`src/rtl/ser_pkg.sv`:
```
package ser_pkg;
  typedef enum logic [2:0] {
    SEL_NONE, SEL_CTRL, SEL_IMODE, SEL_TXB, SEL_RXB, SEL_STAT, SEL_TIM
  } reg_sel_e;

  localparam int unsigned RDY_BIT      = 4;
  localparam logic [15:0] CTRL_RO_EXT  = 16'h0C04;
  localparam logic [7:0]  IMODE_RO_STD = 8'h4A;
  localparam logic [7:0]  IMODE_RO_EXT = 8'hCA;
endpackage

```
`src/rtl/ser_decode.sv`:
```
module ser_decode
  import ser_pkg::*;
#(
  parameter int unsigned ADDR_W = 6,
  parameter int unsigned NUM_CH = 3,
  parameter int unsigned EXT_CH = 2,
  localparam int unsigned CH_W  = ADDR_W - 4
) (
  input  logic              req_i,
  input  logic              we_i,
  input  logic [ADDR_W-1:0] addr_i,
  input  logic [1:0]        size_i,
  input  logic [15:0]       wdata_i,
  output reg_sel_e          sel_o,
  output logic [CH_W-1:0]   ch_o,
  output logic              hit_o,
  output logic              err_o
);
  logic [CH_W-1:0] ch_raw;
  logic [3:0]      loc;
  logic            in_range, is_ext, bad;
  reg_sel_e        sel;

  assign ch_raw   = addr_i[ADDR_W-1:4];
  assign loc      = addr_i[3:0];
  assign in_range = 32'(ch_raw) < NUM_CH;
  assign is_ext   = 32'(ch_raw) == EXT_CH;

  always_comb begin
    sel = SEL_NONE;
    if (in_range) begin
      case (loc)
        4'h0:    sel = SEL_CTRL;
        4'h4:    sel = SEL_IMODE;
        4'h8:    sel = SEL_TXB;
        4'h9:    sel = SEL_RXB;
        4'hC:    sel = SEL_STAT;
        4'hD:    sel = is_ext ? SEL_TIM : SEL_NONE;
        default: sel = SEL_NONE;
      endcase
    end
  end

  always_comb begin
    case (sel)
      SEL_CTRL:  bad = (size_i != 2'd2) || (we_i && is_ext && |(wdata_i & CTRL_RO_EXT));
      SEL_IMODE: bad = (size_i != 2'd1) ||
                       (we_i && |(wdata_i[7:0] & (is_ext ? IMODE_RO_EXT : IMODE_RO_STD)));
      SEL_TXB,
      SEL_TIM:   bad = (size_i != 2'd1);
      SEL_RXB:   bad = (size_i != 2'd1) || we_i;
      SEL_STAT:  bad = we_i || !((size_i == 2'd1) || (size_i == 2'd2 && !is_ext));
      default:   bad = 1'b1;
    endcase
  end

  assign sel_o = sel;
  assign ch_o  = ch_raw;
  assign hit_o = req_i && !bad;
  assign err_o = req_i && bad;
endmodule

```
`src/rtl/ser_channel.sv`:
```
module ser_channel (
  input  logic        clk_i,
  input  logic        rst_ni,
  input  logic        wr_ctrl_i,
  input  logic        wr_imode_i,
  input  logic        wr_txb_i,
  input  logic        rd_rxb_i,
  input  logic [15:0] wdata_i,
  input  logic        rx_valid_i,
  input  logic [7:0]  rx_data_i,
  output logic [15:0] ctrl_o,
  output logic [7:0]  imode_o,
  output logic [7:0]  txb_o,
  output logic [7:0]  rxb_o,
  output logic        rdy_o,
  output logic        tx_valid_o,
  output logic        rx_evt_o
);
  always_ff @(posedge clk_i or negedge rst_ni) begin
    if (!rst_ni) begin
      ctrl_o     <= '0;
      imode_o    <= '0;
      txb_o      <= '0;
      rxb_o      <= '0;
      rdy_o      <= 1'b0;
      tx_valid_o <= 1'b0;
      rx_evt_o   <= 1'b0;
    end else begin
      if (wr_ctrl_i)  ctrl_o  <= wdata_i;
      if (wr_imode_i) imode_o <= wdata_i[7:0];
      if (wr_txb_i)   txb_o   <= wdata_i[7:0];
      tx_valid_o <= wr_txb_i;
      rx_evt_o   <= rx_valid_i;
      // arrival beats a same-cycle read
      if (rx_valid_i) begin
        rxb_o <= rx_data_i;
        rdy_o <= 1'b1;
      end else if (rd_rxb_i) begin
        rdy_o <= 1'b0;
      end
    end
  end
endmodule

```
`src/rtl/triple_serial_regs.sv`:
```
module triple_serial_regs
  import ser_pkg::*;
#(
  parameter int unsigned ADDR_W = 6,
  parameter int unsigned NUM_CH = 3,
  parameter int unsigned EXT_CH = 2,
  localparam int unsigned CH_W  = ADDR_W - 4
) (
  input  logic                clk_i,
  input  logic                rst_ni,
  input  logic                req_i,
  input  logic                we_i,
  input  logic [ADDR_W-1:0]   addr_i,
  input  logic [1:0]          size_i,
  input  logic [15:0]         wdata_i,
  output logic [15:0]         rdata_o,
  output logic                err_o,
  input  logic [NUM_CH-1:0]   rx_valid_i,
  input  logic [NUM_CH*8-1:0] rx_data_i,
  output logic [NUM_CH-1:0]   tx_valid_o,
  output logic [NUM_CH*8-1:0] tx_data_o,
  output logic [NUM_CH-1:0]   rx_evt_o,
  output logic [NUM_CH-1:0]   tx_evt_o
);
  reg_sel_e        sel;
  logic [CH_W-1:0] ch;
  logic            hit;
  logic [15:0]     ctrl  [NUM_CH];
  logic [7:0]      imode [NUM_CH];
  logic [7:0]      txb   [NUM_CH];
  logic [7:0]      rxb   [NUM_CH];
  logic [NUM_CH-1:0] rdy;
  logic [7:0]      tim_q;
  logic [15:0]     stat;

  ser_decode #(.ADDR_W(ADDR_W), .NUM_CH(NUM_CH), .EXT_CH(EXT_CH)) u_dec (
    .req_i, .we_i, .addr_i, .size_i, .wdata_i,
    .sel_o(sel), .ch_o(ch), .hit_o(hit), .err_o(err_o)
  );

  for (genvar c = 0; c < NUM_CH; c++) begin : g_ch
    logic sel_ch;
    assign sel_ch = hit && (32'(ch) == c);
    ser_channel u_ch (
      .clk_i, .rst_ni,
      .wr_ctrl_i (sel_ch && we_i && sel == SEL_CTRL),
      .wr_imode_i(sel_ch && we_i && sel == SEL_IMODE),
      .wr_txb_i  (sel_ch && we_i && sel == SEL_TXB),
      .rd_rxb_i  (sel_ch && !we_i && sel == SEL_RXB),
      .wdata_i,
      .rx_valid_i(rx_valid_i[c]),
      .rx_data_i (rx_data_i[8*c +: 8]),
      .ctrl_o    (ctrl[c]),
      .imode_o   (imode[c]),
      .txb_o     (txb[c]),
      .rxb_o     (rxb[c]),
      .rdy_o     (rdy[c]),
      .tx_valid_o(tx_valid_o[c]),
      .rx_evt_o  (rx_evt_o[c])
    );
    assign tx_data_o[8*c +: 8] = txb[c];
  end

  assign tx_evt_o = tx_valid_o;

  always_ff @(posedge clk_i or negedge rst_ni) begin
    if (!rst_ni)                        tim_q <= '0;
    else if (hit && we_i && sel == SEL_TIM) tim_q <= wdata_i[7:0];
  end

  assign stat = 16'(rdy[ch]) << RDY_BIT;

  always_comb begin
    rdata_o = '0;
    if (hit && !we_i) begin
      case (sel)
        SEL_CTRL:  rdata_o = ctrl[ch];
        SEL_IMODE: rdata_o = {8'h00, imode[ch]};
        SEL_TXB:   rdata_o = {8'h00, txb[ch]};
        SEL_RXB:   rdata_o = {8'h00, rxb[ch]};
        SEL_STAT:  rdata_o = (size_i == 2'd1) ? {8'h00, stat[7:0]} : stat;
        SEL_TIM:   rdata_o = {8'h00, tim_q};
        default:   rdata_o = '0;
      endcase
    end
  end
endmodule

```
`config.mk`:
```
export PLATFORM = sky130hd
export DESIGN_NAME = triple_serial_regs
export DESIGN_NICKNAME = d
export VERILOG_FILES = /design/src/rtl/ser_pkg.sv /design/src/rtl/ser_decode.sv /design/src/rtl/ser_channel.sv /design/src/rtl/triple_serial_regs.sv
export SDC_FILE = /design/constraint.sdc
export NUM_CORES = 1
export LEC_CHECK = 0
export ABC_AREA = 1
export BUFFER_PORTS_ARGS = -buffer_cell sky130_fd_sc_hd__buf_2
export CAP_MARGIN = 10
export CORE_MARGIN = 3
export CORE_UTILIZATION = 45
export CTS_CLUSTER_SIZE = 20
export DETAILED_ROUTE_END_ITERATION = 6
export PLACE_DENSITY = 0.66
export SLEW_MARGIN = 20
export SYNTH_ARGS = -nofsm -noshare
export SYNTH_HDL_FRONTEND = slang
export SYNTH_SLANG_ARGS = --single-unit
```
`constraint.sdc`:
```
create_clock -name clk_i -period 2.3 [get_ports clk_i]
set_input_delay 0.345 -clock clk_i [delete_from_list [all_inputs] [get_ports clk_i]]
set_output_delay 0.345 -clock clk_i [all_outputs]
set_load 0.005 [all_outputs]
```
Yosys cells after proc, flatten, opt, wreduce, memory -nomap -nowiden:

Cells that the tools add are included.

* memories: 0
* ROM bits: 0
* word-level logic and storage cells: 118
* memory bits (writable): 0
* bits in latches: 0
* output and inout port bits: 50
* bits in registers: 137
* input bits: 55

* multiplexer cells: 27
* equality and inequality tests: 17
* bitwise logic cells: 2
* multiply operators: 0
* reduce and logical (&&, ||, !) cells: 47
* shift operators: 0
* div/mod/pow operators: 0
* $add $sub $neg: 0
* $lt $le $gt $ge: 3

Operator list (number)
* 16-bit one-hot mux with 6 select lines: 1
* 8-bit two-way mux: 7
* 8-bit binary-select mux with 2-bit select: 3
* 16-bit two-way mux: 3
* 16-bit binary-select mux with 2-bit select: 1
* 1-bit logical AND: 30
* 3-bit one-hot mux with 6 select lines: 1
* 4-bit equality test (second input constant): 4
* 3-bit equality test (second input constant): 3
* 8-bit bitwise AND: 1
* 8-bit OR reduction: 1
* 1-bit two-way mux: 7
* 3-bit by 2-bit equality test with 1-bit output (second input constant): 2
* 3-bit two-way mux: 2
* 2-bit nonzero test: 3
* 1-bit logical OR: 5
* 1-bit one-hot mux with 5 select lines: 1
* 2-bit by 1-bit equality test with 1-bit output (second input constant): 2
* 2-bit equality test (second input constant): 2
* 4-bit by 3-bit equality test with 1-bit output (second input constant): 1
* 1-bit logical NOT: 4
* 4-bit logical NOT: 1
* 3-bit by 1-bit equality test with 1-bit output (second input constant): 1
* 3-bit >= comparator (second input constant): 1
* other kinds (9): 9

Depth between registers and ports, before layout:

* depth in word-level cells: 14
* gate-level depth with buffers: 16
* mapped depth without buffers: 15

Hierarchy:

A second synthesis with hierarchy kept.

* cells, all modules: 933
* area, all modules: 6875.3 µm²

Modules (own cells, without submodules)
* ser_channel: seq. area each 1076.0 µm², cells each 176, area an instance 1625.3 µm², times used 3
* triple_serial_regs: seq. area each 200.2 µm², cells each 347, area an instance 1697.9 µm², times used 1
* ser_decode: seq. area each 0.0 µm², cells each 58, area an instance 301.5 µm², times used 1

Worst setup path after synthesis:

Ideal clock, no wire load.

* kind: input port to output port
* from: in addr_i[4]
* to: out rdata_o[13]
* slack: 0.155 ns
* arrival: 1.800 ns
* stages on the path: 11
* path buffers: 1
* required time: 1.955 ns
* path through: inv_2 nand2_2 inv_2 nand3_2 nand2_1 nand2_1 inv_1 nor2_1 buf_2 nand3_1 a21oi_1

* cells in the longest elaborated chain, start to end: 11
* elaborated cells between the ends (all ways): 35
* classes of those cells: 1 x order compare; 7 x eq/ne; 10 x mux; 2 x bitwise; 15 x reduce/logical

Ends and longest elaborated chain
* start: declaration: RTL line triple_serial_regs.sv:13 `input logic [ADDR_W-1:0] addr_i,`
* 2-bit equality test: RTL line ser_decode.sv:27 `assign is_ext = 32'(ch_raw) == EXT_CH;`
* 3-bit two-way mux (tied with other cells): RTL line ser_decode.sv:38 `4'hD: sel = is_ext ? SEL_TIM : SEL_NONE;`
* 3-bit one-hot mux with 6 select lines (tied with other cells): RTL line ser_decode.sv:32 `case (loc)`
* 3-bit two-way mux (tied with other cells): RTL line ser_decode.sv:31 `if (in_range) begin`
* 3-bit by 2-bit equality test with 1-bit output (tied with other cells): RTL line ser_decode.sv:45, triple_serial_regs.sv:76
* 2-bit OR reduction (tied with other cells): RTL line ser_decode.sv:45 `case (sel)`
* 1-bit one-hot mux with 5 select lines: RTL line ser_decode.sv:45
* 1-bit logical NOT: RTL line ser_decode.sv:59 `assign hit_o = req_i && !bad;`
* 1-bit logical AND: RTL line ser_decode.sv:59
* 1-bit logical AND: RTL line triple_serial_regs.sv:75 `if (hit && !we_i) begin`
* 16-bit two-way mux *: RTL line triple_serial_regs.sv:75
* end: declaration: RTL line triple_serial_regs.sv:16 `output logic [15:0] rdata_o,`

Mark *: on every way between the ends. The rest lies on a longest branch, timed or not. The select of a mux whose other input is x is not followed.

Final worst setup path:

* from: in addr_i[4]
* to: out rdata_o[7]

Same word-level chain as after synthesis.

==> out/metrics.yaml <==
wl_per_cell_um: 17.4
avgViaCountPerCell: 5.40
ios: 105
cts_made_buffers: 17
period_minus_slack_ps: 2290
overflow: 0
finalMaxSlewViolations: 0
grt_pass1_wl_um: 32700
grt_pass1_vias: 6178
reg2reg_from: "g_ch[2].u_ch.txb_o[7]"
grt_max_degree: 56
drt_iter0_markers: 606
synth_edf_count: 0
area_growth_syn_to_layout_pct: 33.4
num_vias: 6495
synth_warnings: 0
drive_gt1_frac: 0.295
max-slew-margin-rel: 0.640
synthDominantCellAreaShare: 0.504
r2r_slack_ps: 1620
num_rows: 44
clkTransAtPathRegs_ps: 60
track_usage: 0.255
rr_endpoint: "g_ch[2].u_ch.txb_o[7]"
outcome: "finished clean"
cts_tree: "done"
rsz0062_at_grt: "true"
diodes: 0
drc: 0
dp_hpwl_um: 14100
vdd_drop_max_mv: 0.486
antenna_found_initial: 0
min_path_cells: 3
place.gp.congestion: 0.921
synthTopCellsByArea: "dfrtp_1 (50%), nand2_1 (20%), nand4_1 (8.1%), inv_1 (2.8%), a22oi_1 (2.2%)"
dr.pass1.iters: 5
synthArstFlopShare: 1.00
hold_viol: 0
wl_um: 20900
synth.most_common_cell: "nand2_1"
core_sq_mm: 0.0146
synthFlopType: "dfrtp_1"
maxCapViolations: 0
worstPathArrival_ps: 1950
yosys.area.top_type: "dfrtp_1"
fillers: 1278
postLayoutCoreUtil: 0.620
start_util: 0.464
insertion_delay_ps: 420
dieArea_sq_mm: 0.0166
die_w_um: 129
required_ps: 1960
rr_worst_depth: 2
syn_avg_cell_area_sq_um: 7.90
fin_crit_sh: 0.997
synth_seq_area_share: 0.504
end_kind: "output pin"
nets: 1061
synthesis.area_sq_mm: 0.00680
syn_inst: 861
die-height_um: 129
portBuffers: 104
worst_pin_slew_ps: 539
clkSinkCount: 137
hp-start: "rx_data_i[12]"
htreeDepth: 4
hold_path_end: "g_ch[1].u_ch.rxb_o[4]"
synth_seq_cells: 137
min_path_type: "primary input to flip-flop"
syn_nets: 916
power_density_mw_per_mm2: 675
path_class: "primary input to output pin"
finalSetupTns_ps: 0
fin_worst_skew_ps: 0
synth_cell_types: 32
setup_viol: 0
p_leak_nw: 4.76
yosys-top-cells-count: "nand2_1 (359), dfrtp_1 (137), nand4_1 (88), inv_1 (50)"
ctsLongestPathBuffers: 2
ant_nets: 0
start_kind: "primary input"
cts_root_buf: "clkbuf_16"
fmax_mhz: 436
critPathMaxFanout: 7
==> layout make-up <==
cell class              count  area [sq um]  share of cell area
clock inverters             7           139              0.0153
inverters                  54           225              0.0248
clock buffers              24           492              0.0542
repair buffers            191          1440               0.159
flip-flops and latches    137          3430               0.378
well taps                 184           230              0.0254
multi-input cells         605          3120               0.343
==> cells in the final DEF, fill, tap and decap left out, drive strengths merged <==
master	instances
nor4	2
clkinvlp	1
o21bai	1
a21boi	1
buf	190
a22oi	20
o22ai	2
bufinv	4
clkbuf	24
a31oi	14
nand2	363
a21o	1
o21ai	23
dlygate4sd3	1
clkinv	5
o221ai	1
dfrtp	137
nand4	88
a221oi	4
a21oi	7
nor2	35
inv	51
nand3	31
o211ai	1
nor3	11
==> sequential cells by signal (all words and copies together) (netlist names) <==
name	flops
g_ch.u_ch.imode_o	24
g_ch.u_ch.txb_o	24
g_ch.u_ch.tx_valid_o	3
g_ch.u_ch.rdy_o	3
g_ch.u_ch.rx_evt_o	3
g_ch.u_ch.rxb_o	24
g_ch.u_ch.ctrl_o	48
tim_q	8
==> kinds of logic (layout without fill, tap and decap cells) <==
logic type,count (synthesis),after routing,synth area share
simple gates,530,530,0.344
flops,137,137,0.504
buf+inv,119,276,0.0821
compound gates,75,75,0.0697
==> critical path, cell delays in order <==
cell and delay, ps:
buf_12 100, clkinv_8 50, nand2_4 70, inv_4 40, nand3_4 110, buf_6 110, nand4_1 110, buf_4 180
nor2_4 160, inv_4 80, a31oi_1 270, nor3_2 90, nor2_1 120, buf_2 120
==> stage by stage <==
step	power (mW)	hold WS [ps]	std cells	cell area, sq um	setup slack (ps)
6_report	6.12	122	1202	9070	7.67
3_5_place_dp	3.16	351	1165	8010	-171
3_3_place_gp	3.16	353	1165	8010	-122
4_1_cts	6.10	117	1198	8710	-27.2
5_1_grt	6.33	122	1202	9070	-106
2_1_floorplan	2.87	49.4	861	6800	155
==> power by group <==
group	total, mW	switching, mW	leakage [nW]	internal [mW]
clock network	2.94	1.01	0.310	1.92
logic	0.634	0.399	2.61	0.235
registers	2.55	0.0466	1.84	2.51
total	6.12	1.46	4.76	4.66
==> how the worst max path moves through the flow <==
stage / start / end / slack [ps]
2_1_floorplan: addr_i[4] / rdata_o[13] / 160
3_3_place_gp: addr_i[1] / g_ch[0].u_ch.txb_o[1] / -120
3_5_place_dp: addr_i[1] / rdata_o[4] / -170
4_1_cts: addr_i[0] / rdata_o[4] / -30
5_1_grt: addr_i[0] / rdata_o[14] / -110
6_report: addr_i[4] / rdata_o[7] / 8
==> routing by layer <==
| layer | global-route usage | share of wire | vias up |
|---|---|---|---|
| met5 | 0 | 0 | - |
| met4 | 0.0636 | 0.013 | 0 |
| met1 | 0.363 | 0.45 | 3136 |
| met2 | 0.393 | 0.47 | 210 |
| met3 | 0.0660 | 0.066 | 16 |
| li1 | - | - | 3133 |
==> what timing repair did <==
item,4_1_cts,5_1_grt
endpoints found under the setup margin,16,16
setup buffers,1,4
pin swaps,4,25
endpoints found under the hold margin,52,0
resized for setup,18,89
hold buffers,1,0
(Power assumes the default switching activity.)
